File: config.mk
export PLATFORM = sky130hd
export DESIGN_NAME = hwc_ctl
export DESIGN_NICKNAME = d
export VERILOG_FILES = /design/src/rtl/hwc_pkg.sv /design/src/rtl/hwc_step_ctr.sv /design/src/rtl/hwc_cyc_reg.sv /design/src/rtl/hwc_decode.sv /design/src/rtl/hwc_ctl.sv
export SDC_FILE = /design/constraint.sdc
export NUM_CORES = 1
export LEC_CHECK = 0
export BUFFER_PORTS_ARGS = -buffer_cell sky130_fd_sc_hd__buf_4
export CORE_MARGIN = 2
export CORE_UTILIZATION = 54
export CTS_CLUSTER_SIZE = 8
export DETAILED_ROUTE_END_ITERATION = 10
export PLACE_DENSITY = 0.91
export SLEW_MARGIN = 20
export SYNTH_ARGS = -nofsm -noshare
export SYNTH_HDL_FRONTEND = slang
export SYNTH_SLANG_ARGS = --single-unit
File: constraint.sdc
create_clock -name clk -period 5.4 [get_ports clk]
set_input_delay 1.08 -clock clk [delete_from_list [all_inputs] [get_ports clk]]
set_output_delay 1.08 -clock clk [all_outputs]
set_load 0.05 [all_outputs]
File: src/rtl/hwc_pkg.sv
package hwc_pkg;
  // Cycle flag pair {F,E}
  localparam logic [1:0] CYC_FETCH = 2'b10;
  localparam logic [1:0] CYC_EXEC  = 2'b01;
  localparam logic [1:0] CYC_INTR  = 2'b11;

  localparam int OP_W = 3;
  localparam logic [OP_W-1:0] OP_ADD  = 3'd0;
  localparam logic [OP_W-1:0] OP_JMP  = 3'd1;
  localparam logic [OP_W-1:0] OP_JZ   = 3'd2;
  localparam logic [OP_W-1:0] OP_RET  = 3'd3;
  localparam logic [OP_W-1:0] OP_HALT = 3'd4;

  typedef struct packed {
    logic mar_pc;
    logic mar_ir;
    logic mdr;
    logic pc_inc;
    logic ir;
    logic r1_add;
    logic pc_jmp;
    logic pc_push;
    logic pc_vec;
    logic pc_pop;
  } strobe_t;
endpackage

File: src/rtl/hwc_step_ctr.sv
module hwc_step_ctr #(
  parameter int STEP_W = 2,
  localparam int NSTEP = 1 << STEP_W
) (
  input  logic             clk,
  input  logic             rst,
  input  logic             en,
  input  logic             adv,
  input  logic             clr,
  output logic [NSTEP-1:0] step_oh
);
  logic [STEP_W-1:0] step;

  always_ff @(posedge clk) begin
    if (rst) step <= '0;
    else if (en) begin
      if (clr)      step <= '0;
      else if (adv) step <= step + 1'b1;
    end
  end

  generate
    for (genvar i = 0; i < NSTEP; i++) begin : g_dec
      assign step_oh[i] = (step == STEP_W'(i));
    end
  endgenerate
endmodule

File: src/rtl/hwc_cyc_reg.sv
module hwc_cyc_reg
  import hwc_pkg::*;
(
  input  logic       clk,
  input  logic       rst,
  input  logic       start,
  input  logic       finish,
  input  logic [1:0] next_cyc,
  input  logic       halt,
  input  logic       set_ie,
  input  logic       clr_ie,
  output logic [1:0] cyc,
  output logic       running,
  output logic       ie
);
  always_ff @(posedge clk) begin
    if (rst) begin
      cyc     <= CYC_FETCH;
      running <= 1'b0;
      ie      <= 1'b0;
    end else if (!running) begin
      if (start) begin
        running <= 1'b1;
        ie      <= 1'b1;
      end
    end else begin
      if (finish) cyc <= next_cyc;
      if (halt)   running <= 1'b0;
      if (clr_ie)      ie <= 1'b0;
      else if (set_ie) ie <= 1'b1;
    end
  end
endmodule

File: src/rtl/hwc_decode.sv
module hwc_decode
  import hwc_pkg::*;
#(
  parameter int NSTEP = 4
) (
  input  logic [1:0]      cyc,
  input  logic [NSTEP-1:0] step_oh,
  input  logic [OP_W-1:0] opcode,
  input  logic            zero,
  input  logic            mem_ready,
  input  logic            irq,
  input  logic            ie,
  output strobe_t         stb,
  output logic            adv,
  output logic            finish,
  output logic [1:0]      next_cyc,
  output logic            halt,
  output logic            set_ie,
  output logic            clr_ie,
  output logic            rd_next
);
  logic [1:0] after_exec;
  assign after_exec = (irq && ie) ? CYC_INTR : CYC_FETCH;

  always_comb begin
    stb      = '0;
    adv      = 1'b0;
    finish   = 1'b0;
    next_cyc = CYC_FETCH;
    halt     = 1'b0;
    set_ie   = 1'b0;
    rd_next  = 1'b0;
    case (cyc)
      CYC_FETCH: begin
        if (step_oh[0]) begin
          stb.mar_pc = 1'b1; adv = 1'b1; rd_next = 1'b1;
        end else if (step_oh[1]) begin
          if (mem_ready) begin
            stb.mdr = 1'b1; stb.pc_inc = 1'b1; adv = 1'b1;
          end else rd_next = 1'b1;
        end else if (step_oh[2]) begin
          stb.ir = 1'b1; adv = 1'b1;
        end else begin
          finish = 1'b1; next_cyc = CYC_EXEC;
        end
      end
      CYC_EXEC: begin
        case (opcode)
          OP_ADD: begin
            if (step_oh[0]) begin
              stb.mar_ir = 1'b1; adv = 1'b1; rd_next = 1'b1;
            end else if (step_oh[1]) begin
              if (mem_ready) begin
                stb.mdr = 1'b1; adv = 1'b1;
              end else rd_next = 1'b1;
            end else if (step_oh[2]) begin
              stb.r1_add = 1'b1; finish = 1'b1; next_cyc = after_exec;
            end else begin
              finish = 1'b1;
            end
          end
          OP_JMP: begin
            stb.pc_jmp = 1'b1; finish = 1'b1; next_cyc = after_exec;
          end
          OP_JZ: begin
            stb.pc_jmp = zero; finish = 1'b1; next_cyc = after_exec;
          end
          OP_RET: begin
            stb.pc_pop = 1'b1; set_ie = 1'b1; finish = 1'b1; next_cyc = after_exec;
          end
          OP_HALT: begin
            halt = 1'b1; finish = 1'b1;
          end
          default: begin
            finish = 1'b1; next_cyc = after_exec;
          end
        endcase
      end
      CYC_INTR: begin
        if (step_oh[0]) begin
          stb.pc_push = 1'b1; adv = 1'b1;
        end else begin
          stb.pc_vec = 1'b1; finish = 1'b1;
        end
      end
      default: finish = 1'b1;
    endcase
  end

  assign clr_ie = finish && (next_cyc == CYC_INTR);
endmodule

File: src/rtl/hwc_ctl.sv
module hwc_ctl
  import hwc_pkg::*;
#(
  parameter int STEP_W = 2
) (
  input  logic            clk,
  input  logic            rst,
  input  logic            start,
  input  logic [OP_W-1:0] opcode,
  input  logic            zero,
  input  logic            irq,
  input  logic            mem_ready,
  output logic            mar_ld_pc,
  output logic            mar_ld_ir,
  output logic            mdr_ld,
  output logic            pc_inc,
  output logic            ir_ld,
  output logic            r1_add,
  output logic            pc_ld_ir,
  output logic            pc_push,
  output logic            pc_ld_vec,
  output logic            pc_pop,
  output logic            mem_rd,
  output logic            busy,
  output logic            done
);
  localparam int NSTEP = 1 << STEP_W;

  logic [1:0]       cyc;
  logic             running, ie;
  logic [NSTEP-1:0] step_oh;
  strobe_t          stb, stb_q;
  logic             adv, finish, halt, set_ie, clr_ie, rd_next;
  logic [1:0]       next_cyc;
  logic             mem_rd_q, done_q;

  hwc_cyc_reg u_cyc (
    .clk(clk), .rst(rst), .start(start), .finish(finish), .next_cyc(next_cyc),
    .halt(halt), .set_ie(set_ie), .clr_ie(clr_ie),
    .cyc(cyc), .running(running), .ie(ie)
  );

  hwc_step_ctr #(.STEP_W(STEP_W)) u_step (
    .clk(clk), .rst(rst), .en(running), .adv(adv), .clr(finish), .step_oh(step_oh)
  );

  hwc_decode #(.NSTEP(NSTEP)) u_dec (
    .cyc(cyc), .step_oh(step_oh), .opcode(opcode), .zero(zero),
    .mem_ready(mem_ready), .irq(irq), .ie(ie),
    .stb(stb), .adv(adv), .finish(finish), .next_cyc(next_cyc), .halt(halt),
    .set_ie(set_ie), .clr_ie(clr_ie), .rd_next(rd_next)
  );

  // Registered strobes: each step's strobes appear in the following clock
  always_ff @(posedge clk) begin
    if (rst || !running) begin
      stb_q    <= '0;
      mem_rd_q <= 1'b0;
      done_q   <= 1'b0;
    end else begin
      stb_q    <= stb;
      mem_rd_q <= rd_next;
      done_q   <= halt;
    end
  end

  assign mar_ld_pc = stb_q.mar_pc;
  assign mar_ld_ir = stb_q.mar_ir;
  assign mdr_ld    = stb_q.mdr;
  assign pc_inc    = stb_q.pc_inc;
  assign ir_ld     = stb_q.ir;
  assign r1_add    = stb_q.r1_add;
  assign pc_ld_ir  = stb_q.pc_jmp;
  assign pc_push   = stb_q.pc_push;
  assign pc_ld_vec = stb_q.pc_vec;
  assign pc_pop    = stb_q.pc_pop;
  assign mem_rd    = mem_rd_q;
  assign busy      = running;
  assign done      = done_q;
endmodule

After elaboration in Yosys (flattened, before gate mapping). Index checks and enable logic that the tools add are counted.

Equal/unequal tests: 11. Bitwise operators: 5. Reductions and logical operators: 18. Multiplexer cells: 52. Add/subtract/negate cells: 1.

Operators with widths (number): $mux W1 (34); $mux W2 (10); $eq A2 B2 Y1 const B (4); $pmux W2 S2 (2); $reduce_or A4 Y1 (2); $eq A3 B2 Y1 const B (2); $pmux W1 S2 (3); $pmux W1 S3 (2); $reduce_and A2 Y1 (3); $reduce_or A2 Y1 (3); $reduce_or A3 Y1 (2); $not A1 Y1 (5); $eq A2 B1 Y1 const B (2); $reduce_bool A2 Y1 (2); $eq A3 B1 Y1 const B (1); $eq A3 B3 Y1 const B (1); $logic_not A3 Y1 (1); $mux W3 (1); $ne A3 B3 Y1 const B (1); $add A2 B1 Y2 const B (1); $logic_and A1 B1 Y1 (2); $logic_not A2 Y1 (1); $logic_not A1 Y1 (1); $logic_or A1 B1 Y1 (1).

Word-level logic and storage cells: 103. Input bits: 9. Output and inout port bits: 13. Bits in registers: 18.

Depth between registers and ports, before layout. Gate-level depths: netlist of run 1.

Word-level depth: 11. Gate-level depth with buffers: 7. Mapped depth without buffers: 7.

Cells and area by module. Synthesis of run 1 repeated with hierarchy kept, for this count alone.

Cells, all modules: 105. Area total of the unflattened synthesis: 1018.5 um2.

Modules (own cells, without submodules): hwc_ctl (cells an instance 26, times used 1, seq. area each 240.2 um2, area an instance 364.1 um2); hwc_decode (cells an instance 49, times used 1, seq. area each 0.0 um2, area an instance 330.3 um2); hwc_cyc_reg (cells an instance 15, times used 1, seq. area each 80.1 um2, area an instance 168.9 um2); hwc_step_ctr (cells an instance 15, times used 1, seq. area each 40.0 um2, area an instance 155.1 um2).

Least setup slack after synthesis of run 1. No wires, ideal clock.

Kind: input-to-reg. Start: in opcode[0]. End: reg u_cyc.cyc[1]. Buffers on the path: 0. Setup time: 0.120 ns. Data required time: 5.280 ns. Stages: 5. Data arrival time: 2.030 ns. Slack: 3.251 ns. Cells stage by stage: nor2_4 > a21oi_2 > o41ai_4 > nor2_1 > a211o_1.

Word-level cells in the longest chain between the ends: 4. Elaborated cells on any way between the ends: 7. Classes of those cells: 1 x eq/ne; 4 x mux; 2 x reduce/logical.

Ends and longest elaborated chain: start: declaration (RTL line hwc_ctl.sv:9) `input logic [OP_W-1:0] opcode,`; $logic_not A3 Y1 (RTL line hwc_decode.sv:48) `case (opcode)`; $mux W1 (RTL line hwc_decode.sv:48); $pmux W1 S3 (RTL line hwc_decode.sv:33) `case (cyc)`; $reduce_and A2 Y1 (no line); end signal: assignment (RTL line hwc_cyc_reg.sv:27) `if (finish) cyc <= next_cyc;`; end: declaration (RTL line hwc_cyc_reg.sv:12) `output logic [1:0] cyc,`.

Parallel ways exist; a longest one is shown, timed or not. A chain may end at the register's enable or synchronous reset.

Worst setup path in the final report of run 1.
Start: reg u_cyc.running. End: out busy.

RTL lines: start: declaration (RTL line hwc_cyc_reg.sv:13) `output logic running,`; start signal: assignment (RTL line hwc_cyc_reg.sv:19) `running <= 1'b0;`; start signal: assignment (RTL line hwc_cyc_reg.sv:23) `running <= 1'b1;`; start signal: assignment (RTL line hwc_cyc_reg.sv:28) `if (halt) running <= 1'b0;`; end: declaration (RTL line hwc_ctl.sv:24) `output logic busy,`.

No word-level cell between the ends.

==> results of run 1 <==
==> logic make-up (layout without fill, tap and decap cells) <==
group                    Yosys count  count (layout)
AO/OA/AOI/OAI                     20              20
adder cells (fa/ha/maj)           10              10
flip-flops                        18              18
buffers and inverters             10              34
AND/OR/NAND/NOR                   36              36
==> per-layer routing <==
layer,vias to the layer above,GRT usage
li1,380,-
met1,341,0.2720
met2,19,0.3014
met3,4,0.03600
met4,0,0.1333
met5,-,0
==> through the flow <==
stage / utilization / instances / setup slack (ns) / hold slack, ns
final: 0.7266 / 134 / 3.264 / 0.5449
after CTS: 0.7266 / 134 / 3.264 / 0.5444
after global routing: 0.7266 / 134 / 3.158 / 0.5799
after global placement: 0.7028 / 130 / 3.048 / 0.5097
after floorplan: - / 94 / 3.251 / 0.4899
after detailed placement: 0.7028 / 130 / 2.996 / 0.5261
==> placed cells by master (no fill, tap or decap), types with 2 or more instances in the layout <==
cell type,count
a21oi_1,6
and3_1,2
and3_2,3
buf_4,21
clkbuf_4,3
dfxtp_1,18
ha_1,10
inv_1,9
nand2_1,4
nand2b_1,2
nand3_1,5
nand3b_1,2
nor2_1,7
nor3_1,2
nor4_1,3
o21ai_0,2
o31ai_1,2
==> power by group <==
group	leakage [nW]	internal, mW	switching [mW]
clock	0.0210	0.0411	0.0401
sequential	0.146	0.136	0.00388
combinational	0.365	0.0158	0.0230
total	0.532	0.193	0.0670
==> area by class of cell <==
class | instances | area (um2)
clock buffer | 4 | 36.28
tap | 16 | 20.02
multi-input combinational | 66 | 499.2
sequential | 18 | 360.3
timing repair buffer | 21 | 157.7
fill | 124 | 416.7
inverter | 9 | 33.78
==> worst register-to-register path, cell delays in order (launching register included) <==
cell	delay, ns
dfxtp_1	0.42
inv_1	0.12
ha_1	0.29
or2_1	0.27
a21oi_2	0.25
nand4_1	0.12
a21bo_1	0.22
o32a_1	0.28
==> worst max-delay path by stage <==
stage | start | end | slack (ns)
floorplan | opcode[0] | u_cyc.cyc[1] | 3.25
CTS | u_cyc.running | busy | 3.26
detailed placement | opcode[0] | u_cyc.cyc[1] | 3.00
global route | u_step.step[0] | u_cyc.ie | 3.16
finish | u_cyc.running | busy | 3.26
global placement | opcode[0] | u_cyc.cyc[1] | 3.05
==> impl_metrics.toml, run 1 <==
[power_and_ir_drop]
cellLeakagePower_nw = 0.5321
power.density_nw_per_um2 = 235.1
finalPower_mw = 0.2603
ir_drop_mv = 0.2254

[finish]
layout-drive-gt1-share = 0.2797
syn2layout_area_growth_pct = 23.43
fin_nets = 138
n_antenna_cell = 0
stdcell_area_um2 = 1107
reg_top3 = "u_cyc.cyc (2), u_step.step (2)"

[synthesis]
ys_warn_count = 0
ys_ff_latch = 18
avgSynthCellArea_um2 = 9.544
seq_area_frac_synth = 0.4017
syn_nets = 113
netlist_area_um2 = 897.1
yosysMostFrequentCell = "dfxtp_1"
synth_common_cells = "dfxtp_1 (18), ha_1 (10), inv_1 (9)"
synth.distinct_cells = 32
synth_edf_count = 0
synth_top_family_by_area = "simple AND/OR/NAND/NOR gates"
synthSimpleGateAreaFrac = 0.2371
synth_fa_ha_area_frac = 0.1395
synthXorXnorAreaFrac = 0
synth_top_area_cell = "dfxtp_1"
ys.flop_type = "dfxtp_1"
async_flop_share = 0
muxShareOfSynthArea = 0
netlist_instances = 94
synthTopCellsByArea = "dfxtp_1 (40%), ha_1 (14%), inv_1 (3.8%)"
synth_compound_area_frac = 0.1799
synth_top_area_share = 0.4017

[setup_path]
cp_num_cells = 1
r2r-end = "u_cyc.ie"
cp_cell_sequence = "buf_4"
ff2ff_path_depth = 7
rrSetupSlack_ns = 3.33
slowest_stage = "dfxtp_1"
crit_required_ns = 4.32
cp.buffers_inverters = 1
timing.critical_path.max_delay_family = "flip-flops"
cp.arrival_ns = 1.06
end_kind = "primary output"
slowest_delay_ns = 0.51
crit_fanout = 7
startpoint_type = "flop"
r2r-start = "u_step.step[0]"
critPathKind = "reg -> out"

[sta]
timing.fmax_ghz = 0.4681
fin_crit_sh = 0.3956
min_period_ns = 2.136
slew_headroom = 0.6848
fin_skew_ns = 0.003454
tns_ns = 0
hold_violations = 0
worst_pin_slew_ns = 0.4685
slew_viol_final = 0
setup-violations-final = 0
rsz0062_at_grt = "no"

[clocking]
cts_setup_buffers = 0
clk_pin_slew_worst_paths_ns = 0.10
cts_resized = 0
cts-root-buf = "clkbuf_4"
htreeDepth = 1
cts_tree = "yes"
clk_latency_ns = 0.29
cts_hold_buffers = 0
max-clock-path-buffers = 2
clkSinkCount = 18
cts_made_buffers = 3

[status]
status = "complete, no violations"

[floorplanning]
row_count = 14
fp.dieArea_um2 = 2003
initial_core_util = 0.5887
fp.dieH_um = 44.76
die_x_um = 44.76
ios = 22
core_area_um2 = 1524

[drt]
wl_met2_um = 805
wl_um = 1725
wl_met3_um = 71
drt-initial-drc-count = 21
dr.pass1.iters = 4
dr.max_layer_used = "met4"
num_vias = 744
drt-met1-wl_um = 800
avgRoutedWirePerCell_um = 12.87
ant_nets = 0
via_per_inst = 5.552
drc_errors = 0

[place]
port_buffers = 21
globalplace.congestion = 0.8484
hpwl_um = 1355
place_area_um2 = 1071

[grt]
grt_pass1_wl_um = 2911
grt_max_degree = 11
grtUsageTotal = 0.2039
antenna_found_initial = 0
grt.overflow.total = 0
grt_pass1_vias = 669

[min_path]
min_to = "u_step.step[0]"
min-delay-start = "u_step.step[0]"
hold_path.class = "reg -> reg"
hold_depth = 2

[job]
drv_cap = 0
No activity file was read; power rests on OpenSTA's default activity.
==> run 2: changes to the inputs <==
--- a/config.mk
+++ b/config.mk
@@ -7,10 +7,10 @@
 export LEC_CHECK = 0
 export BUFFER_PORTS_ARGS = -buffer_cell sky130_fd_sc_hd__buf_4
 export CORE_MARGIN = 2
-export CORE_UTILIZATION = 54
+export CORE_UTILIZATION = 51
 export CTS_CLUSTER_SIZE = 8
 export DETAILED_ROUTE_END_ITERATION = 10
-export PLACE_DENSITY = 0.91
+export PLACE_DENSITY = 0.87
 export SLEW_MARGIN = 20
 export SYNTH_ARGS = -nofsm -noshare
 export SYNTH_HDL_FRONTEND = slang
==> constraint.sdc (replaced) <==
create_clock -name clk -period 2 [get_ports clk]
set_input_delay 0.4 -clock clk [delete_from_list [all_inputs] [get_ports clk]]
set_output_delay 0.4 -clock clk [all_outputs]
set_load 0.05 [all_outputs]
==> run 2 against run 1 <==
Clock-buffer cell count is the same. Cell area increased by 1.7%. Critical path depth rose by 6. Sequential share of layout area is 0.32 points lower. Sequential power grew to 2.7 times the previous value. Clock skew is 0.0021 ns lower. Total power rose to 2.7 times the previous value. Via count is 2.0% higher. First-iteration DRC count decreased by 19%. Largest cell class unchanged. Largest power group unchanged.
==> impl_metrics.toml, run 2 (same netlist as run 1, synthesis figures left out) <==
[status]
status = "complete, no violations"

[grt]
grtUsageTotal = 0.1885
grt_pass1_vias = 706
grt.overflow.total = 0
grt_max_degree = 11
grt_pass1_wl_um = 2835
antenna_found_initial = 0

[setup_path]
r2r-start = "u_step.step[1]"
crit_path_start = "u_step.step[1]"
crit_required_ns = 2.19
critPathKind = "reg -> reg"
cp.arrival_ns = 2.09
end_kind = "flop"
startpoint_type = "flop"
crit_fanout = 6

[drt]
avgRoutedWirePerCell_um = 12.91
drc_errors = 0
wl_um = 1769
ant_nets = 0
num_vias = 759
via_per_inst = 5.540
drt-initial-drc-count = 17
dr.pass1.iters = 4

[place]
hpwl_um = 1358
place_ws_ns = 0.06504
port_buffers = 21
globalplace.congestion = 0.8217

[sta]
rsz0062_at_grt = "no"
min_period_ns = 1.897
tns_ns = 0
timing.fmax_ghz = 0.5270
setup-violations-final = 0
slew_viol_final = 0
hold_violations = 0
fin_ws_ns = 0.1025
slew_headroom = 0.7018
fin_skew_ns = 0.001347
worst_pin_slew_ns = 0.4457
fin_crit_sh = 0.9487

[power_and_ir_drop]
ir_drop_mv = 0.3985
power.density_nw_per_um2 = 631.6
cellLeakagePower_nw = 0.5415

[job]
drv_cap = 0

[finish]
final.fill_count = 137
reg_top3 = "u_cyc.cyc (2), u_step.step (2)"
syn2layout_area_growth_pct = 25.52
fin_nets = 140
layout-drive-gt1-share = 0.3083
mostFrequentLayoutCells = "buf_4 (23), dfxtp_1 (16), ha_1 (10)"
n_antenna_cell = 0
final_common_cell = "buf_4"

[clocking]
cts_hold_buffers = 0
cts_made_buffers = 3
cts-root-buf = "clkbuf_4"
cts_tree = "yes"
htreeDepth = 1
cts_setup_buffers = 0
clk_latency_ns = 0.29
max-clock-path-buffers = 2
clkSinkCount = 18
clk_pin_slew_worst_paths_ns = 0.10

[min_path]
hold_path.class = "in -> reg"
min-delay-start = "rst"

[floorplanning]
ios = 22
core_area_um2 = 1689
die_x_um = 45.94
initial_core_util = 0.5311
row_count = 15
fp.dieArea_um2 = 2110
fp.dieH_um = 45.94
## run 2: cell count changes in the layout (fill, tap and decap cells not counted)
cell     change
dfxtp_1      -2
buf_4        +2
dfxtp_2      +2
## run 2: power breakdown
part | switching (mW) | internal [mW]
clock network | 0.110 | 0.111
registers | 0.0107 | 0.369
logic | 0.0644 | 0.0460
total | 0.185 | 0.526
## run 2: through the flow
stage | utilization | area (um2) | hold slack [ns] | cells | power, mW
after global placement | 0.6437 | 1087 | 0.5036 | 133 | 0.4909
after floorplan | - | 897.1 | 0.4781 | 94 | 0.4536
after detailed placement | 0.6437 | 1087 | 0.5214 | 133 | 0.4955
after CTS | 0.6652 | 1124 | 0.3155 | 137 | 0.7145
after global routing | 0.6667 | 1126 | 0.3111 | 137 | 0.7461
final | 0.6667 | 1126 | 0.3178 | 137 | 0.7112
## run 2: worst max-delay path: stages, from the launching register on
cell and delay, ns:
dfxtp_2 0.39, inv_1 0.07, ha_1 0.22, or2_1 0.24
a21oi_2 0.24, nand4_1 0.13, a21bo_1 0.22, o32a_1 0.28
## run 2: path summary, 6_finish.rpt
kind / end / slack, ns / depth (start not counted)
worst min-delay path: u_step.step[0] / 0.32 / 2
worst min register to register: u_step.step[0] / 0.51 / 2
worst max-delay path: u_cyc.ie / 0.10 / 7
worst max register to register: u_cyc.ie / 0.10 / 7
## run 2: area by class of cell
| class | instances | area, um2 | area share |
|---|---|---|---|
| well taps | 17 | 21.27 | 0.01889 |
| flip-flops and latches | 18 | 362.8 | 0.3222 |
| multi-input cells | 66 | 499.2 | 0.4433 |
| clock buffers | 4 | 36.28 | 0.03222 |
| repair buffers | 23 | 172.7 | 0.1533 |
| inverters | 9 | 33.78 | 0.03000 |
## run 2: per-layer routing
layer	global-route usage	vias up	share of wire
met4	0.06857	0	0.012
met1	0.2150	349	0.45
met2	0.3417	22	0.50
met3	0.03571	2	0.038
li1	-	386	-
met5	0	-	0
## run 2: timing repair
action                     in CTS  in global routing
hold endpoints to repair        0                  0
setup endpoints to repair       0                  2
resized for setup               0                  2
